[src/rtl/rd_xfer_seq.sv]
module rd_xfer_seq (
  input  logic clk,
  input  logic rst_n,
  input  logic tgt_sel,
  input  logic pend_other,
  input  logic mst_done,
  input  logic app_hold,
  input  logic app_den,
  input  logic fifo_full,
  input  logic fifo_empty,
  output logic app_req,
  output logic app_ready,
  output logic bus_trdy,
  output logic bus_stop,
  output logic app_last,
  output logic fifo_clr,
  output logic wr_accept
);

  typedef enum logic [2:0] {
    S_IDLE = 3'd0,
    S_HOLD = 3'd1,
    S_DATA = 3'd2,
    S_WAIT = 3'd3,
    S_LAST = 3'd4,
    S_GAP  = 3'd5
  } st_t;

  st_t state, nxt;
  logic in_data, ends;

  assign in_data = (state == S_DATA);
  assign ends    = in_data && (mst_done || fifo_empty);

  always_ff @(posedge clk or negedge rst_n)
    if (!rst_n) state <= S_IDLE;
    else        state <= nxt;

  always_comb begin
    nxt = state;
    case (state)
      S_IDLE: if (tgt_sel && !pend_other) nxt = S_HOLD;
      S_HOLD: if (!app_hold || fifo_full) nxt = S_DATA;
      S_DATA: if (ends) nxt = app_den ? S_LAST : S_WAIT;
      S_WAIT: if (app_den) nxt = S_LAST;
      S_LAST: if (app_den) nxt = S_GAP;
      S_GAP:  nxt = S_IDLE;
      default: nxt = S_IDLE;
    endcase
  end

  assign app_req   = !(state == S_IDLE || state == S_GAP);
  assign app_ready = (state == S_HOLD) || in_data;
  assign bus_trdy  = in_data && !fifo_empty;
  assign bus_stop  = ((state == S_IDLE) && tgt_sel && pend_other) || (in_data && fifo_empty);
  assign app_last  = (state == S_LAST) && app_den;
  assign fifo_clr  = (state == S_WAIT) || (state == S_LAST);
  assign wr_accept = app_ready && app_den && !fifo_full;

endmodule


[config.mk]
export PLATFORM = sky130hd
export DESIGN_NAME = rd_xfer_seq
export DESIGN_NICKNAME = d
export VERILOG_FILES = /design/src/rtl/rd_xfer_seq.sv
export SDC_FILE = /design/constraint.sdc
export NUM_CORES = 1
export LEC_CHECK = 0
export ABC_CLOCK_PERIOD_IN_PS = 2300
export BUFFER_PORTS_ARGS = -buffer_cell sky130_fd_sc_hd__buf_4
export CAP_MARGIN = 30
export CORE_AREA = 5 5 42 44
export DETAILED_ROUTE_END_ITERATION = 6
export DIE_AREA = 0 0 47 49
export GPL_ROUTABILITY_DRIVEN = 0
export HOLD_SLACK_MARGIN = 0.05
export PLACE_DENSITY_LB_ADDON = 0.1
export SLEW_MARGIN = 10
export SYNTH_ARGS = -nofsm -noshare
export SYNTH_HDL_FRONTEND = slang
export SYNTH_SLANG_ARGS = --single-unit
[constraint.sdc]
create_clock -name clk -period 2.3 [get_ports clk]
set_clock_uncertainty 0.05 [all_clocks]
set_input_delay 0.46 -clock clk [delete_from_list [all_inputs] [get_ports clk]]
set_output_delay 0.46 -clock clk [all_outputs]
set_load 0.01 [all_outputs]
==> results of run 1 <==
-- metal layers --
layer	GRT usage, %	up-vias	part of all wire (%)
li1	-	175	-
met1	10.6	142	44
met2	11.5	9	49
met3	0	0	7.3
met4	8.29	0	0
met5	0	-	0
-- kinds of logic after synthesis --
kind of cell,after synthesis,synth area share [%]
AND/OR/NAND/NOR,18,30.4
XOR/XNOR,2,5.60
AO/OA/AOI/OAI,10,24.4
flip-flops,3,24.0
multiplexers,2,6.80
buffers and inverters,5,8.80
-- power groups by stage --
| stage | Combinational (W) | Sequential (W) | Clock, W |
|---|---|---|---|
| 2_1_floorplan | 0.000273 | 0.0000855 | 0 |
| 3_3_place_gp | 0.000331 | 0.000143 | 0 |
| 3_5_place_dp | 0.000323 | 0.000144 | 0 |
| 4_1_cts | 0.000324 | 0.000144 | 0.0000955 |
| 5_1_grt | 0.000356 | 0.000149 | 0.000102 |
| 6_report | 0.000317 | 0.000143 | 0.0000900 |
-- through the flow --
step,total power (W),utilization (%),worst slack (ns),area [um2],std cells
floorplan,0.000358,-,0.635,313,40
global placement,0.000474,30.4,0.486,425,68
detailed placement,0.000467,30.4,0.468,425,68
CTS,0.000563,32.9,0.390,462,73
global route,0.000607,32.9,0.285,462,73
finish,0.000550,32.9,0.418,462,73
-- cells in the mapped netlist (all sizes together) --
cell type  number  area (um2)
mux2i           1        10.0
a21oi           1        5.00
o32ai           2        25.0
nor4            1        6.26
inv             2        7.51
nand2b          4        25.0
nor2            5        18.8
nor3b           1        7.51
buf             3        20.0
xnor2           2        17.5
o21ai           4        20.0
and3            1        6.26
dfrtp           3        75.1
or2             1        6.26
mux2            1        11.3
nand2           3        11.3
a2bb2oi         1        8.76
nor3            1        5.00
or3b            1        8.76
a211o           2        17.5
-- repair_timing --
item / in CTS / in global routing
setup endpoints to repair: 0 / 0
hold buffers: 1 / 0
hold endpoints to repair: 3 / 0
setup buffers: 0 / 0
-- worst register-to-register path, stage by stage (launching register included) --
cell	delay [ns]
dfrtp_1	0.49
or3b_1	0.42
a211o_1	0.31
nand2b_1	0.10
mux2_1	0.32
-- final timing paths --
path                       slack (ns)       end     start
hold / removal                   0.51  state[1]     rst_n
hold reg to reg                  0.73  state[1]  state[2]
setup reg to reg                 0.48  state[2]  state[1]
setup / recovery                 0.42  fifo_clr  state[2]
min in group clk                 0.55  state[0]   app_den
max in group asynchronous        1.60  state[0]     rst_n
-- final cells by class --
cell class              count  area share [%]
multi-input cells          32            45.5
flip-flops and latches      3            16.3
well taps                  16            4.34
inverters                   2            1.63
repair buffers             16            26.6
clock buffers               4            5.69
==> results.tsv, run 1 <==
metric	value	unit
hp-class	in -> async	
p_sw	0.000234	W
grt_start_max_net_pins	14	
worstPathArrival	1.37	ns
setup_tns	0	ns
ant_nets	0	
via_per_inst	4.47	
p_comb_share	57.6	%
die_w	47	um
synth.net_count	49	
dpl.hpwl	634	um
period_share	81.8	%
drt-wirelength-per-cell	11.2	um
cp_top_family	flip-flops	
fin_hold_ws	0.509	ns
nets	67	
reg2regPathDepth	4	
grt_pass1_wl	1380	um
die_h	49	um
via_count	326	
status	finished clean	
grt_pass1_vias	328	
cts_tree	built	
cts-root-buf	clkbuf_4	
layout_commonest_cell	buf_4	
io_pins	16	
p_per_area	1190	mW/mm2
num_antenna_cells	0	
syn_inst	40	
drtPass1Iterations	4	
worst_slew_pin_slew	0.397	ns
overflow	0	
maxSlewViolCount	0	
clk-insertion-delay-late	0.23	ns
fillCellCount	166	
start_kind	register	
drt-total-wl	820	um
layout-drive-gt1-share	33.3	%
synth.yosys.warnings	0	
fmaxAchievable	531	MHz
path_buf_inv	1	
irDropWorstVdd	587	uV
rsz0062_at_grt	no	
cpPeakStageDelay	0.51	ns
leakage	0.218	nW
regArea	75.1	um2
criticalPathCategory	reg -> out	
path_max_fanout	13	
multi_input_comb_area	210	um2
worstSetupEndpointType	output port	
synth.distinct_cells	23	
top_register	state	
seqPwrFrac	26.0	%
clockBufferDepth	2	
largest_registers	state (3)	
clock_sinks	3	
cp.required	1.79	ns
grt_usage	8.25	%
coreArea	0.00140	mm2
antenna_found_initial	0	
cts_buffers	3	
worst-path-stages	3	
mostFrequentLayoutCells	15 x buf_4, 5 x nor2_1, 4 x nand2b_1, 4 x o21ai_0	
syn2layout_area_growth	47.6	%
swShare	42.6	%
synth_seq_cells	3	
cp_slowest_cell	dfrtp_1	
clk_pin_slew	0.04	ns
port_buffers	15	
drc_errors	0	
synthesis.area	313	um2
start_util	22.3	%
drtIter0Drc	6	
synth.avg_cell_area	7.82	um2
drv_cap	0	
relSlewSlack	73.5	%
p_int	0.000316	W
std_cell_rows	14	
path_cells	nand2b_1 -> o21ai_0 -> buf_4	
cts_max_level	1	
finalSetupViolCount	0	
finalHoldViolations	0	
fin_crit	1.88	ns
ys_seq_area_share	24.0	%
power.share.clock	16.4	%
dieArea	0.00230	mm2
largest_reg_flops	3	
cts_resized	0	
Power figures use the tool's default switching activity.
==> run 2: changes to the inputs <==
--- a/config.mk
+++ b/config.mk
@@ -5,7 +5,7 @@
 export SDC_FILE = /design/constraint.sdc
 export NUM_CORES = 1
 export LEC_CHECK = 0
-export ABC_CLOCK_PERIOD_IN_PS = 2300
+export ABC_CLOCK_PERIOD_IN_PS = 1700
 export BUFFER_PORTS_ARGS = -buffer_cell sky130_fd_sc_hd__buf_4
 export CAP_MARGIN = 30
 export CORE_AREA = 5 5 42 44
==> constraint.sdc (replaced) <==
create_clock -name clk -period 1.7 [get_ports clk]
set_clock_uncertainty 0.05 [all_clocks]
set_input_delay 0.34 -clock clk [delete_from_list [all_inputs] [get_ports clk]]
set_output_delay 0.34 -clock clk [all_outputs]
set_load 0.01 [all_outputs]
==> results.tsv, run 2 (synthesis results as in run 1) <==
metric	value	unit
status	complete, but fails checks	
violations	setup timing	
met3_length	55	um
grt_usage	9.80	%
largest_reg_flops	3	
drt-total-wl	1010	um
dp_slack	-0.0220	ns
place_area	463	um2
drtIter0Drc	0	
drt-wirelength-per-cell	12.0	um
cts_tree	built	
p_per_area	1730	mW/mm2
antenna_found_initial	0	
grt_pass1_vias	399	
cts_max_level	1	
overflow	0	
nets	78	
path_max_fanout	2	
fmaxAchievable	579	MHz
drc_errors	0	
hp-class	in -> async	
clockBufferDepth	2	
design_area	626	um2
cts_buffers	3	
criticalPathCategory	reg -> reg	
setup_tns	-0.0285	ns
dieArea	0.00230	mm2
period_share	102	%
dpl.hpwl	735	um
mostFrequentLayoutCells	22 x buf_4, 4 x buf_6	
worst_slack	-0.0285	ns
finalHoldViolations	0	
port_buffers	15	
drtPass1Iterations	1	
coreArea	0.00140	mm2
via_per_inst	4.65	
layout-drive-gt1-share	58.8	%
start_kind	register	
final_cells	84	
syn2layout_area_growth	100	%
clk_pin_slew	0.03	ns
via_count	391	
wl_met2	569	um
worstPathArrival	1.78	ns
io_pins	16	
grt_start_max_net_pins	10	
top_register	state	
grt_pass1_wl	1620	um
worst_slew_pin_slew	0.228	ns
drv_cap	0	
irDropWorstVdd	556	uV
clock_sinks	3	
clk-insertion-delay-late	0.23	ns
cts-root-buf	clkbuf_4	
die_w	47	um
leakage	0.293	nW
wl_met1	383	um
die_h	49	um
num_antenna_cells	0	
ant_nets	0	
worstSetupEndpointType	register	
cp.required	1.76	ns
layout_commonest_cell	buf_4	
fin_crit	1.73	ns
finalSetupViolCount	1	
std_cell_rows	14	
maxSlewViolCount	0	
start_util	22.3	%
rsz0062_at_grt	yes	
placed_cells	73	
largest_registers	state (3)	
relSlewSlack	84.8	%
routed.top_layer	met3	
-- run 2: final timing paths --
kind | slack, ns | start | endpoint | cells past startpoint
setup / recovery | -0.03 | state[1] | state[2] | 5
max in group asynchronous | 1.12 | rst_n | state[2] | 2
hold reg to reg | 0.72 | state[2] | state[0] | 3
hold / removal | 0.39 | rst_n | state[1] | 2
setup reg to reg | -0.03 | state[1] | state[2] | 5
min in group clk | 0.42 | app_den | state[0] | 4
-- run 2: stage by stage --
step / hold slack [ns] / utilization [%] / power, W
floorplan: -0.00559 / - / 0.000485
global placement: 0.0821 / 33.0 / 0.000711
global route: 0.398 / 44.6 / 0.00117
finish: 0.389 / 44.6 / 0.00108
detailed placement: 0.0811 / 33.0 / 0.000707
CTS: 0.375 / 39.1 / 0.000949
-- run 2: final cells by class --
type | count | area (um2)
timing repair buffer | 27 | 220
multi-input combinational | 32 | 277
inverter | 2 | 7.51
fill | 166 | 776
sequential | 3 | 75.1
tap | 16 | 20.0
clock buffer | 4 | 26.3
-- run 2: timing repair --
item                                    4_1_cts  5_1_grt
hold buffers                                  1        0
gates resized for setup                       5       12
setup buffers                                 4        2
endpoints found under the hold margin         3        0
pin swaps                                     4        3
endpoints found under the setup margin        4        7
-- run 2: metal layers --
layer	vias to the layer above	GRT usage, %
met5	-	0
met4	0	8.29
met3	0	0.369
met2	9	15.8
met1	184	11.0
li1	198	-
-- run 2: report_power, final --
group / internal [W] / leakage (nW) / switching (W) / total (W)
sequential: 0.000103 / 0.0383 / 0.0000323 / 0.000135
combinational: 0.000464 / 0.240 / 0.000360 / 0.000824
clock: 0.0000877 / 0.0150 / 0.0000331 / 0.000121
-- run 2: worst max-delay path: stages, from the launching register on --
cell and delay (ns):
dfrtp_1 0.38, buf_4 0.14, or3b_1 0.33, a211o_1 0.28
nand2b_1 0.12, mux2_4 0.31
